===== config.mk =====
export PLATFORM = sky130hd
export DESIGN_NAME = texwrap_tile
export DESIGN_NICKNAME = d
export VERILOG_FILES = /design/src/rtl/texwrap_tile.sv
export SDC_FILE = /design/constraint.sdc
export NUM_CORES = 1
export LEC_CHECK = 0
export BUFFER_PORTS_ARGS = -buffer_cell sky130_fd_sc_hd__buf_2
export CORE_UTILIZATION = 55
export CTS_CLUSTER_SIZE = 40
export DETAILED_ROUTE_END_ITERATION = 10
export PLACE_DENSITY = 0.76
export SYNTH_ARGS = -nofsm -noshare
export SYNTH_HDL_FRONTEND = slang
export SYNTH_SLANG_ARGS = --single-unit

===== constraint.sdc =====
create_clock -name clk -period 9.9 [get_ports clk]
set_input_delay 0.495 -clock clk [delete_from_list [all_inputs] [get_ports clk]]
set_output_delay 0.495 -clock clk [all_outputs]
set_load 0.02 [all_outputs]

===== src/rtl/texwrap_tile.sv =====
module texwrap_tile #(
  parameter int COORD_W = 32
) (
  input  logic               clk,
  input  logic               rst_n,
  input  logic               in_valid,
  output logic               in_ready,
  input  logic [COORD_W-1:0] in_s,
  input  logic [COORD_W-1:0] in_t,
  input  logic [31:0]        cfg_wrap,
  input  logic [31:0]        cfg_size,
  output logic               out_valid,
  output logic [15:0]        out_s,
  output logic [15:0]        out_t,
  output logic [31:0]        out_tile,
  output logic [5:0]         out_texel,
  output logic               out_err
);
  localparam int CNT_W = $clog2(COORD_W);
  localparam logic [1:0] M_CLAMP = 2'd0;
  localparam logic [1:0] M_REPEAT = 2'd2;

  typedef enum logic [1:0] {IDLE, DIV, FIN} state_t;
  state_t state;

  logic [COORD_W-1:0] s_q, t_q;
  logic [1:0]         ms_q, mt_q;
  logic [15:0]        w_q, h_q, rem_s, rem_t;
  logic [CNT_W-1:0]   cnt;

  function automatic logic [16:0] wrap_axis(input logic [1:0] m, input logic [COORD_W-1:0] c,
                                            input logic [15:0] sz, input logic [15:0] r);
    if (sz == 16'd0) return {1'b1, 16'd0};
    if (m == M_CLAMP) begin
      if (c[COORD_W-1]) return 17'd0;
      if (c >= COORD_W'(sz)) return {1'b0, sz - 16'd1};
      return {1'b0, c[15:0]};
    end
    if (m == M_REPEAT) return {1'b0, r};
    return {1'b1, 16'd0};
  endfunction

  wire need_div = (cfg_wrap[9:8] == M_REPEAT && cfg_size[31:16] != 16'd0) ||
                  (cfg_wrap[12:11] == M_REPEAT && cfg_size[15:0] != 16'd0);

  wire [CNT_W-1:0] bit_ix = CNT_W'(COORD_W - 1) - cnt;
  wire [16:0] ps = {rem_s, s_q[bit_ix]};
  wire [16:0] pt = {rem_t, t_q[bit_ix]};
  wire [16:0] ns = (ps >= {1'b0, w_q}) ? ps - {1'b0, w_q} : ps;
  wire [16:0] nt = (pt >= {1'b0, h_q}) ? pt - {1'b0, h_q} : pt;

  wire [16:0] ws = wrap_axis(ms_q, s_q, w_q, rem_s);
  wire [16:0] wt = wrap_axis(mt_q, t_q, h_q, rem_t);
  wire [31:0] tile_c = 32'(wt[15:3]) * 32'(w_q[15:3]) + 32'(ws[15:3]);

  assign in_ready = (state == IDLE);

  always_ff @(posedge clk or negedge rst_n) begin
    if (!rst_n) begin
      state <= IDLE;
      {s_q, t_q} <= '0;
      {ms_q, mt_q, w_q, h_q, rem_s, rem_t} <= '0;
      cnt <= '0;
      out_valid <= 1'b0;
      {out_s, out_t, out_tile, out_texel, out_err} <= '0;
    end else begin
      out_valid <= 1'b0;
      case (state)
        IDLE: if (in_valid) begin
          s_q <= in_s;
          t_q <= in_t;
          ms_q <= cfg_wrap[9:8];
          mt_q <= cfg_wrap[12:11];
          w_q <= cfg_size[31:16];
          h_q <= cfg_size[15:0];
          rem_s <= '0;
          rem_t <= '0;
          cnt <= '0;
          state <= need_div ? DIV : FIN;
        end
        DIV: begin
          rem_s <= ns[15:0];
          rem_t <= nt[15:0];
          cnt <= cnt + 1'b1;
          if (cnt == CNT_W'(COORD_W - 1)) state <= FIN;
        end
        default: begin
          out_valid <= 1'b1;
          out_s <= ws[15:0];
          out_t <= wt[15:0];
          out_err <= ws[16] | wt[16];
          out_tile <= tile_c;
          out_texel <= {wt[2], ws[2], wt[1], ws[1], wt[0], ws[0]};
          state <= IDLE;
        end
      endcase
    end
  end

  p_pulse_r8: assert property (@(posedge clk) disable iff (!rst_n) out_valid |=> !out_valid);
  p_no_early_r8: assert property (@(posedge clk) disable iff (!rst_n)
    (in_valid && in_ready) |=> (!out_valid && !in_ready));
  p_rem_bound_r2: assert property (@(posedge clk) disable iff (!rst_n)
    (state == DIV && w_q != 16'd0) |-> rem_s < w_q);
  p_rem_bound_t_r2: assert property (@(posedge clk) disable iff (!rst_n)
    (state == DIV && h_q != 16'd0) |-> rem_t < h_q);
  p_range_r1: assert property (@(posedge clk) disable iff (!rst_n)
    (out_valid && !out_err) |-> (out_s < w_q && out_t < h_q));
  p_err_zero_r3: assert property (@(posedge clk) disable iff (!rst_n)
    (out_valid && out_err) |-> (out_s == 16'd0 || out_t == 16'd0));
endmodule


==> Yosys cells after proc, flatten, opt, wreduce, memory -nomap -nowiden <==
Index checks and enable logic that the tools add are counted.
{ "totals": {"output_inout_bits": 73, "register_bits": 211, "input_bits": 131, "elab_cells": 115} }
{ "op_classes": {"n_eq_ne": 8, "n_bitwise": 1, "reduce_logical": 15, "magnitude_cmp": 5, "n_addsub": 7, "muxes": 62, "n_mul": 1} }
{ "ops": {"columns": ["cell", "n"], "rows": [
  ["$mux W17", 20],
  ["$ge A32 B16 Y1", 2],
  ["$pmux W16 S2", 2],
  ["$mux W16", 3],
  ["$ge A17 B16 Y1", 2],
  ["$logic_not A16 Y1", 2],
  ["$reduce_bool A16 Y1", 2],
  ["$sub A16 B1 Y16 const B", 2],
  ["$sub A16 B16 Y16", 2],
  ["$mux W1", 29],
  ["$add A26 B13 Y27", 1],
  ["$mul A13 B13 Y26", 1],
  ["$bmux W1 S5", 2],
  ["$pmux W5 S2", 1],
  ["$eq A2 B2 Y1 const B", 4],
  ["$logic_not A2 Y1", 3],
  ["$lt A5 B6 Y1 const B", 1],
  ["$mux W2", 3],
  ["$reduce_and A2 Y1", 3],
  ["$add A5 B1 Y5 const B", 1],
  ["$eq A5 B5 Y1 const B", 1],
  ["$mux W5", 1],
  ["$sub A5 B5 Y5 const A", 1],
  ["$ne A2 B2 Y1 const B", 2],
  ["7 further kinds", 8]
]} }

==> Logic depth before layout (Yosys ltp) <==
Gate-level depths: netlist (run 1).
{ "logic_depth": {"word_depth": 15, "ltp_mapped": 32, "ltp_nobuf": 30} }

==> Worst setup path before layout (run 1) <==
Ideal clock, no wire load.
{ "synth_timing": {"path_kind": "register -> register", "from": "register h_q[13]", "to": "register out_tile[26]", "t_required_ns": 9.763, "path_buffers": 3, "setup_slack_ns": 1.808, "stages_incl_launch_ff": 31, "t_arrival_ns": 7.955, "setup_time_ns": 0.137, "synth_period_minus_slack_ns": 8.092, "path_cell_list": "dfrtp_1 -> inv_1 -> ha_1 -> a21o_1 -> a21o_1 -> a211oi_2 -> nand2_1 -> nor2_1 -> buf_2 -> a221o_1 -> buf_2 -> nand3_1 -> fa_1 -> inv_1 -> fa_1 -> fa_1 -> inv_1 -> fa_1 -> fa_1 -> inv_1 -> fa_1 -> ha_1 -> clkbuf_1 -> nand3_1 -> a211oi_1 -> a21boi_0 -> o31ai_1 -> a31oi_1 -> or4b_2 -> o31ai_1 -> a21oi_1"} }
{ "synth_between": {"elab_chain_len": 14, "elab_cells_between_ends": 18, "cone_classes": "2 x add/sub; 1 x mul; 1 x order compare; 13 x mux; 1 x reduce/logical"} }
{ "synth_rtl": {"columns": ["element", "line_no", "text"], "rows": [
  ["start: declaration", "28", "logic [15:0] w_q, h_q, rem_s, rem_t;"],
  ["start signal: assignment", "75", "h_q <= cfg_size[15:0];"],
  ["$ge A32 B16 Y1", "36", "if (c >= COORD_W'(sz)) return {1'b0, sz - 16'd1};"],
  ["$mux W1 (2 in series)", "36", null],
  ["$mux W1 (2 in series)", "34", "if (m == M_CLAMP) begin"],
  ["$mux W17", "37", "return {1'b0, c[15:0]};"],
  ["$mux W17", "36", null],
  ["$mux W17", "34", null],
  ["$mux W17", "39", "if (m == M_REPEAT) return {1'b0, r};"],
  ["$mux W17", "40", "return {1'b1, 16'd0};"],
  ["$mux W17", "39", null],
  ["$mux W17 *", "34", null],
  ["$mul A13 B13 Y26 *", "54", "wire [31:0] tile_c = 32'(wt[15:3]) * 32'(w_q[15:3]) + 32'(ws[15:3]);"],
  ["$add A26 B13 Y27 *", "54", null],
  ["end signal: assignment", "92", "out_tile <= tile_c;"],
  ["end: declaration", "15", "output logic [31:0] out_tile,"]
]} }
Every way passes the cells marked *; elsewhere a longest branch is shown, timed or not. The select of a mux whose other input is x is not followed.
A chain may end at the register's enable or synchronous reset.

==> Worst setup path in the final report (run 1) <==
Same ends and word-level chain as after synthesis.

==> metrics, run 1 <==
final hold vios=0; die area=33500 µm²; global-route wire length before repair=between 80000 and 90000 µm; number of setup buffers added after CTS=0; unrepaired setup endpoints after global routing=no; met1 Use GR=42.3%; initial antenna violation count=0; Critical-path top delay cell=or4b_2; Placer Congestion=0.952; fill count=approximately 2800; Netlist cell types=75; via count=approximately 15000; Synth area leader=dfrtp_1; Setup CP Type=reg -> reg; Max stage delay on crit path=roughly 710 ps; vias in the first global route=15300; period utilisation layout=between 80% and 90%; sequential area share after synthesis=27.8%; #FFs+latches synth=200; vias per inst=around 6; Synth top area share=between 20% and 30%; count of nets after finishing=2570; Top FF cell, synth=dfrtp_1; crit end category=flop; H-Tree Depth=4; HPWL Detailed=roughly 39000 µm; largest net degree at the start of global routing=between 80 and 90; synth cell count leaders=nand2_1, dfrtp_1, inv_1; R2R depth=28; Reg2Reg Setup Slack=between 1000 and 1500 ps; Post-Synthesis Cells=about 2000; clk_skew=14.1 ps; Hold Path Class=in -> async; Routed WL=around 50000 µm; CTS Buf Count=17; Top Usage Layer GRT=met2; First-pass DRT Iterations=7; Antenna Cells=0; overall routing resource usage=31.2%; CP Max Fanout=12; Max-Cap Viols=0; Area growth syn-to-layout=10.3%; PortBufs=170; Initial Utilization=around 57%; grt met3 use=5.00%; Cell Rows=between 60 and 70; required time at the worst-slack endpoint=10210 ps; CTS tree=yes; Max-slew headroom=roughly a quarter; root buf cell=clkbuf_16; syn_area_per_cell=8.96 µm²; register area=around 5000 µm²; Worst-path clk slew=~80 ps; Area contributors post-synth=dfrtp_1, fa_1, ha_1; remaining antenna violation count=0; share of cells above drive strength 1=13.5%; hold_buf cts=0; Slew Viols, Final=0; multi-input logic area=around 12000 µm²; Worst R2R End=out_tile[26]$_DFFE_PN0P_; # DRC=0; synthesized area=18000 µm²; yosys warns=0; 1st-iter DRT viols=approximately 1100; Post-CTS Resized=0; Critical R2R Launch=h_q[13]$_DFFE_PN0P_; Setup TNS=0 ps; top-count cell post-synth=nand2_1; Post-synth EDFFs=0; Die X-Extent=around 180 µm; CORE AREA=approximately 32000 µm²; Tmin final=a little under 9000 ps; Post-synth ARST share=between 90% and 100%; clock tree buffer depth=2; CTS Sinks=200; Congestion Overflow GR=0; CP arrival=9140 ps; Slew @ Worst Pin=approximately 1100 ps; # IOs=just over 200; fmax=about 110 MHz; status=complete, no violations; Vert. Die Dim=183 µm; WL per Instance=about 20 µm; worst-skew pair later-pin latency=around 460 ps; Critical Path Start Type=flop; Setup Viol. Count Final=0; met2 Usage GRT=between 40 and 50%; Crit path top cell by count=fa_1
-- worst max path at each step --
stage	from	to	slack, ps	cells after the start
2_1_floorplan	h_q[13]$_DFFE_PN0P_	out_tile[26]$_DFFE_PN0P_	1810	30
3_3_place_gp	h_q[13]$_DFFE_PN0P_	out_tile[26]$_DFFE_PN0P_	1310	28
3_5_place_dp	h_q[13]$_DFFE_PN0P_	out_tile[26]$_DFFE_PN0P_	1130	26
4_1_cts	h_q[13]$_DFFE_PN0P_	out_tile[26]$_DFFE_PN0P_	1130	26
5_1_grt	h_q[13]$_DFFE_PN0P_	out_tile[26]$_DFFE_PN0P_	560	26
6_report	h_q[13]$_DFFE_PN0P_	out_tile[26]$_DFFE_PN0P_	1070	28
-- critical path, delay by kind of cell (launching register included) --
kind	cells	cell delay [ps]
compound gates	12	3190
flops	1	380
buf+inv	5	680
simple gates	3	1020
fa+ha+maj	8	3440
-- routing by layer --
layer  part of all wire (%)  vias up
met5                      0        -
met4                    3.6        0
met3                    6.8      110
met2                     46      608
met1                     44     7502
li1                       -     7058
-- state kept, by name (all words and copies together), names as in the netlist --
register and cells:
s_q 32, t_q 32, out_tile 27, h_q 16
out_s 16, out_t 16, rem_s 16, rem_t 16
w_q 16, cnt 5, ms_q 2, mt_q 2
state 2, out_err 1, out_valid 1
-- cells by family (layout without fill, tap and decap cells) --
kind of cell	count (synthesis)	after routing	synth area share, %
muxes	87	87	5.98
buffers and inverters	278	419	6.17
other	1	5	0.0208
and+or+nand+nor	736	736	17.7
xor gates and xnor gates	70	70	3.40
AOI/OAI and AO/OA	345	345	13.0
adders and majority gates	295	295	26.0
DFF	200	200	27.8
-- layout by cell type (no fill, tap or decap), drive strengths merged, types with 19 or more instances in the layout --
| cell type | n |
|---|---|
| dfrtp | 200 |
| nor2b | 28 |
| mux2i | 47 |
| mux2 | 26 |
| o21ai | 102 |
| nand3 | 26 |
| a21o | 29 |
| a21oi | 67 |
| fa | 133 |
| clkbuf | 19 |
| ha | 162 |
| and2 | 25 |
| nand2 | 393 |
| nor3 | 26 |
| a221o | 19 |
| buf | 199 |
| nor2 | 156 |
| nor4 | 21 |
| inv | 195 |
| xnor2 | 57 |
| nand4 | 19 |
-- area by class of cell --
type / count / area share [%]
clock buffer: 18 / 2.16
clock inverter: 14 / 0.925
inverter: 187 / 3.53
multi-input combinational: 1538 / 60.0
sequential: 200 / 25.2
tap: 435 / 2.74
timing repair buffer: 200 / 5.45
-- stage by stage --
stage / cells / setup WS (ps) / cell area [µm²] / util [%] / hold slack (ps)
2_1_floorplan: 2016 / 1810 / 18000 / - / 199
3_3_place_gp: 2560 / 1310 / 19300 / 60.5 / 465
3_5_place_dp: 2560 / 1130 / 19300 / 60.5 / 472
4_1_cts: 2592 / 1130 / 19900 / 62.4 / 119
5_1_grt: 2592 / 564 / 19900 / 62.4 / 157
6_report: 2592 / 1070 / 19900 / 62.4 / 36.7
Power of run 1 is not shown: default switching activity piles up to over one toggle a cycle in this logic, so the estimate is an artifact.
==> run 2: changes to the inputs <==
- ABC_AREA: unset -> 1
- PLACE_DENSITY: 0.76 -> 0.75
==> run 2 against run 1 <==
Compared with the run above: maximum frequency grew 9.6%; largest cell class unchanged; register-to-register slack gained 770 ps; area after synthesis grew 6.9%; clock skew shrank 2.6 ps.
==> metrics, run 2 <==
status=complete, no violations (unchanged); Max-Cap Viols=0 (unchanged); Hold Path Class=in -> async (unchanged); global-route wire length before repair=94600 µm (was 81200 µm); Vert. Die Dim=189 µm (was 183 µm); WL per Instance=18.7 µm (was 19.4 µm); clock tree buffer depth=2 (unchanged); final hold vios=0 (unchanged); Slew Viols, Final=0 (unchanged); Critical R2R Launch=h_q[1]$_DFFE_PN0P_ (was h_q[13]$_DFFE_PN0P_); count of nets after finishing=3125 (was 2570); Congestion Overflow GR=0 (unchanged); Synth top area share=26.0% (was 27.8%); # DRC=0 (unchanged); # IOs=204 (unchanged); Setup CP Type=reg -> reg (unchanged); Routed WL=59200 µm (was 50300 µm); Top Registers=s_q x32, t_q x32, out_tile x27 (unchanged); Critical-path top delay cell=nand4_1 (was or4b_2); synth cell count leaders=nand2_1, inv_1, nor2_1 (was nand2_1, dfrtp_1, inv_1); Post-Synthesis Cells=2600 (was 2012); synthesized area=19300 µm² (was 18000 µm²); Worst R2R End=out_tile[15]$_DFFE_PN0P_ (was out_tile[26]$_DFFE_PN0P_); multi-input logic area=12600 µm² (was 11900 µm²); Area growth syn-to-layout=8.30% (was 10.3%); root buf cell=clkbuf_16 (unchanged); top-count cell post-synth=nand2_1 (unchanged); Crit path top cell by count=inv_1 (was fa_1); 1st-iter DRT viols=2015 (was 1130); Post-CTS Resized=0 (unchanged); Placer Congestion=0.997 (was 0.952); share of cells above drive strength 1=11.4% (was 13.5%); largest net degree at the start of global routing=94 (was 88); H-Tree Depth=4 (unchanged); Setup TNS=0 ps (unchanged); unrepaired setup endpoints after global routing=no (unchanged); leading cell type in the layout, fill and taps excluded=nand2_1 (unchanged); Place WS=1940 ps (was 1130 ps); Max-slew headroom=25.2% (was 24.7%); clk_skew=11.4 ps (was 14.1 ps); PnR worst setup slack=1840 ps (was 1070 ps); Synth area leader=dfrtp_1 (unchanged); period utilisation layout=81.4% (was 89.2%); #FFs+latches synth=200 (unchanged); die area=35800 µm² (was 33500 µm²); Reg2Reg Setup Slack=1840 ps (was 1070 ps); HPWL Detailed=46400 µm (was 39000 µm); register area=5010 µm² (unchanged); Tmin final=8060 ps (was 8830 ps); remaining antenna violation count=0 (unchanged); Setup Viol. Count Final=0 (unchanged); yosys warns=0 (unchanged); R2R depth=28 (unchanged); CTS tree=yes (unchanged); Slew @ Worst Pin=1120 ps (was 1130 ps); Worst-path clk slew=80 ps (about the same); Cell Rows=68 (was 65); vias in the first global route=17600 (was 15300); CORE AREA=34500 µm² (was 31900 µm²); Top FF cell, synth=dfrtp_1 (unchanged); crit end category=flop (unchanged); Post-synth EDFFs=0 (unchanged); worst-skew pair later-pin latency=470 ps (was 460 ps); First-pass DRT Iterations=6 (was 7); Critical Path Start Type=flop (unchanged); PortBufs=170 (unchanged); CTS Sinks=200 (unchanged); CTS Buf Count=17 (unchanged); fmax=124 MHz (was 113 MHz); Initial Utilization=55.8% (was 56.5%); most frequent cells in the layout=nand2_1, inv_1, nor2_1, nand3_1, dfrtp_1 (was nand2_1, dfrtp_1, inv_1, buf_2, ha_1); Max stage delay on crit path=760 ps (was 710 ps); Post-synth ARST share=100% (unchanged); CP Max Fanout=37 (was 12); required time at the worst-slack endpoint=10260 ps (was 10210 ps); syn_area_per_cell=7.41 µm² (was 8.96 µm²); fill count=3231 (was 2754); vias per inst=5.73 (was 5.89); hold_buf cts=0 (unchanged); via count=18100 (was 15300); sequential area share after synthesis=26.0% (was 27.8%); CP arrival=8420 ps (was 9140 ps); initial antenna violation count=0 (unchanged); number of setup buffers added after CTS=0 (unchanged); Die X-Extent=189 µm (was 183 µm); Netlist cell types=43 (was 75); overall routing resource usage=34.3% (was 31.2%); Antenna Cells=0 (unchanged); Area contributors post-synth=dfrtp_1, fa_1, nand2_1 (was dfrtp_1, fa_1, ha_1)
==> run 2: cell types whose count changed after synthesis, moves of 25 or more <==
cell	delta
nor2_1	+85
mux2i_1	-47
a21oi_1	+39
o21ai_0	+47
nand3_1	+209
mux2_2	-26
a21o_1	-25
nand2_1	+294
nor2b_1	-28
inv_1	+123
xnor2_1	-34
==> run 2: worst max-delay path: cells and delay by family (launching register included) <==
kind | cells | cell delay [ps]
AOI/OAI and AO/OA | 3 | 810
adders and majority gates | 8 | 3330
buffers and inverters | 6 | 930
DFF | 1 | 410
and+or+nand+nor | 11 | 2470
==> run 2: stage by stage <==
| step | area, µm² | utilization [%] | hold WS, ps | std cells |
|---|---|---|---|---|
| final | 20900 | 60.4 | 60.1 | 3167 |
| after global routing | 20900 | 60.4 | 127 | 3167 |
| after CTS | 20900 | 60.4 | 89.4 | 3167 |
| after detailed placement | 20300 | 58.8 | 459 | 3135 |
| after global placement | 20300 | 58.8 | 454 | 3135 |
| after floorplan | 19300 | - | 199 | 2604 |
==> run 2: logic make-up after synthesis <==
group / after synthesis / synth area share [%]
XOR/XNOR: 54 / 2.45
buffers and inverters: 426 / 8.94
AO/OA/AOI/OAI: 321 / 9.13
flip-flops: 200 / 26.0
other: 1 / 0.0195
AND/OR/NAND/NOR: 1303 / 29.2
adder cells (fa/ha/maj): 295 / 24.3
==> run 2: area by class of cell <==
type	instances	area share [%]
flip-flops and latches	200	24.0
inverters	320	5.76
multi-input cells	1978	60.3
clock inverters	14	0.671
clock buffers	18	2.06
repair buffers	182	4.55
well taps	455	2.73
==> run 2: per-layer routing <==
| layer | GRT usage [%] | vias up | wire, µm |
|---|---|---|---|
| li1 | - | 8513 | - |
| met2 | 51.2 | 927 | 25100 |
| met4 | 12.7 | 0 | 1960 |
| met5 | 0 | - | 0 |
| met3 | 7.88 | 133 | 6170 |
| met1 | 48.7 | 8574 | 26000 |
==> run 2: how the worst max path moves through the flow <==
stage | start | endpoint | slack [ps] | depth (start not counted)
5_1_grt | h_q[1]$_DFFE_PN0P_ | out_tile[17]$_DFFE_PN0P_ | 1370 | 24
3_3_place_gp | h_q[1]$_DFFE_PN0P_ | out_tile[17]$_DFFE_PN0P_ | 2060 | 24
2_1_floorplan | h_q[15]$_DFFE_PN0P_ | out_tile[15]$_DFFE_PN0P_ | 3420 | 35
3_5_place_dp | h_q[1]$_DFFE_PN0P_ | out_tile[17]$_DFFE_PN0P_ | 1940 | 24
6_report | h_q[1]$_DFFE_PN0P_ | out_tile[15]$_DFFE_PN0P_ | 1840 | 28
4_1_cts | h_q[1]$_DFFE_PN0P_ | out_tile[17]$_DFFE_PN0P_ | 1930 | 24
Power of run 2 is left out for the same reason.
==> run 3: changes to the inputs <==
- ABC_AREA: 1 -> 0
- PLACE_DENSITY: 0.75 -> 0.79
- clock period: 9.9 -> 6.8 ns (I/O delays scaled with it)
==> run 3 against run 2 <==
Compared with the run above: non-clock buffer count increased by 247; critical endpoint is now out_tile[26]$_DFFE_PN0P_; hold slack got worse by 76 ps; setup slack worse by 2500 ps; largest cell class unchanged; sequential share of layout area decreased by 1.6 points; the flow now finishes with violations (hold timing, setup timing).
==> metrics, run 3 (same netlist as run 1, synthesis figures left out) <==
period utilisation layout=109% (was 81.4%); Hold Path Class=in -> async (unchanged); final instance area=22400 µm² (was 20900 µm²); Antenna Cells=0 (unchanged); Crit path top cell by count=fa_1 (was inv_1); status=complete, but fails checks (was complete, no violations); Congestion Overflow GR=0 (unchanged); dpl cell area=20900 µm² (was 20300 µm²); Critical-path top delay cell=fa_1 (was nand4_1); Placer Congestion=0.996 (was 0.997); Post-Layout Cell Count=2822 (was 3167); R2R depth=30 (was 28); family with the most delay on the worst path=adder cells (unchanged); leading cell type in the layout, fill and taps excluded=nand2_1 (unchanged); Hold WS=-15.9 ps (was 60.1 ps); Max stage delay on crit path=590 ps (was 760 ps); H-Tree Depth=4 (unchanged); CTS tree=yes (unchanged); overall routing resource usage=35.2% (was 34.3%); Slew Viols, Final=0 (unchanged); Die X-Extent=183 µm (was 189 µm); vias per inst=5.80 (was 5.73); via count=16400 (was 18100); most frequent cells in the layout=nand2_1, buf_4, dfrtp_1, inv_1, buf_2 (was nand2_1, inv_1, nor2_1, nand3_1, dfrtp_1); remaining antenna violation count=0 (unchanged); Critical Path Start Type=flop (unchanged); Reg2Reg Setup Slack=-640 ps (was 1840 ps); crit end category=flop (unchanged); CP Max Fanout=8 (was 37); Setup Viol. Count Final=17 (was 0); First-pass DRT Iterations=5 (was 6); HPWL Detailed=44500 µm (was 46400 µm); Critical R2R Launch=h_q[10]$_DFFE_PN0P_ (was h_q[1]$_DFFE_PN0P_); count of nets after finishing=2800 (was 3125); PnR worst setup slack=-643 ps (was 1840 ps); Setup CP Type=reg -> reg (unchanged); worst-skew pair later-pin latency=460 ps (was 470 ps); Top Registers=s_q x32, t_q x32, out_tile x27 (unchanged); Initial Utilization=56.5% (was 55.8%); Cell Rows=65 (was 68); die area=33500 µm² (was 35800 µm²); CORE AREA=31900 µm² (was 34500 µm²); fmax=134 MHz (was 124 MHz); clock tree buffer depth=2 (unchanged); share of cells above drive strength 1=26.2% (was 11.4%); unrepaired setup endpoints after global routing=yes (was no); WP buf/inv=6 (unchanged); # IOs=204 (unchanged); initial antenna violation count=1 (was 0); final hold vios=4 (was 0); required time at the worst-slack endpoint=7110 ps (was 10260 ps); violated checks=hold timing, setup timing; global-route wire length before repair=89900 µm (was 94600 µm); CTS Buf Count=17 (unchanged); Routed WL=57200 µm (was 59200 µm); largest net degree at the start of global routing=127 (was 94); Tmin final=7440 ps (was 8060 ps); Placed Cells=2749 (was 3135); vias in the first global route=16600 (was 17600); clk_skew=13.2 ps (was 11.4 ps); PortBufs=170 (unchanged); Slew @ Worst Pin=1220 ps (was 1120 ps); WL per Instance=20.3 µm (was 18.7 µm); Max-Cap Viols=0 (unchanged); # DRC=0 (unchanged); Worst-path clk slew=80 ps (about the same); Max-slew headroom=18.9% (was 25.2%); Final Util=70.1% (was 60.4%); Area growth syn-to-layout=24.0% (was 8.30%); Vert. Die Dim=183 µm (was 189 µm); Worst R2R End=out_tile[26]$_DFFE_PN0P_ (was out_tile[15]$_DFFE_PN0P_); root buf cell=clkbuf_16 (unchanged); 1st-iter DRT viols=1324 (was 2015); CP arrival=7750 ps (was 8420 ps); CTS Sinks=200 (unchanged)
[run 3: cell types whose count changed in the layout (fill, tap and decap cells not counted), moves of 25 or more]
cell and delta:
mux2i_1 +47, a21oi_1 -50, buf_4 +230, nand3_1 -213, inv_1 -140, nand2_1 -300, mux2_2 +25, nor2_1 -94
o21ai_0 -53, xnor2_1 +33, a21o_1 +25
[run 3: cell type report]
| class | instances | area, µm² |
|---|---|---|
| Tap cell | 435 | 544 |
| Fill cell | 2469 | 9520 |
| Clock buffer | 19 | 433 |
| Clock inverter | 13 | 155 |
| Sequential cell | 200 | 5010 |
| Timing Repair Buffer | 429 | 2890 |
| Multi-Input combinational cell | 1539 | 12600 |
| Inverter | 187 | 702 |
[run 3: how the worst max path moves through the flow]
| stage | start | endpoint | slack [ps] | cells past startpoint |
|---|---|---|---|---|
| floorplan | h_q[13]$_DFFE_PN0P_ | out_tile[26]$_DFFE_PN0P_ | -430 | 26 |
| global placement | t_q[0]$_DFFE_PN0P_ | out_tile[26]$_DFFE_PN0P_ | -750 | 28 |
| detailed placement | t_q[2]$_DFFE_PN0P_ | out_tile[22]$_DFFE_PN0P_ | -950 | 28 |
| CTS | h_q[11]$_DFFE_PN0P_ | out_tile[22]$_DFFE_PN0P_ | -540 | 29 |
| global route | h_q[11]$_DFFE_PN0P_ | out_tile[26]$_DFFE_PN0P_ | -930 | 30 |
| finish | h_q[10]$_DFFE_PN0P_ | out_tile[26]$_DFFE_PN0P_ | -640 | 30 |
[run 3: repair_timing]
item                       in CTS  in global routing
gates cloned                    1                  0
pin swaps                      54                 49
setup buffers                  24                 17
setup endpoints to repair      19                 20
gates resized for setup        61                 52
hold buffers                    0                  0
[run 3: metrics by stage]
stage / setup slack (ps) / setup TNS, ps
2_1_floorplan: -429 / -3430
3_3_place_gp: -753 / -8800
3_5_place_dp: -951 / -11910
4_1_cts: -539 / -4700
5_1_grt: -926 / -12280
6_report: -643 / -7640
[run 3: routing by layer]
layer  vias up  wire [µm]  GRT usage, %  part of all wire, %
met5         -          8             0                0.014
met4         2       2990          18.0                  5.2
met3       125       3810          4.75                  6.7
met2       652      26700          56.7                   47
met1      8065      23600          46.5                   41
li1       7525          -             -                    -
Power of run 3 is left out for the same reason.
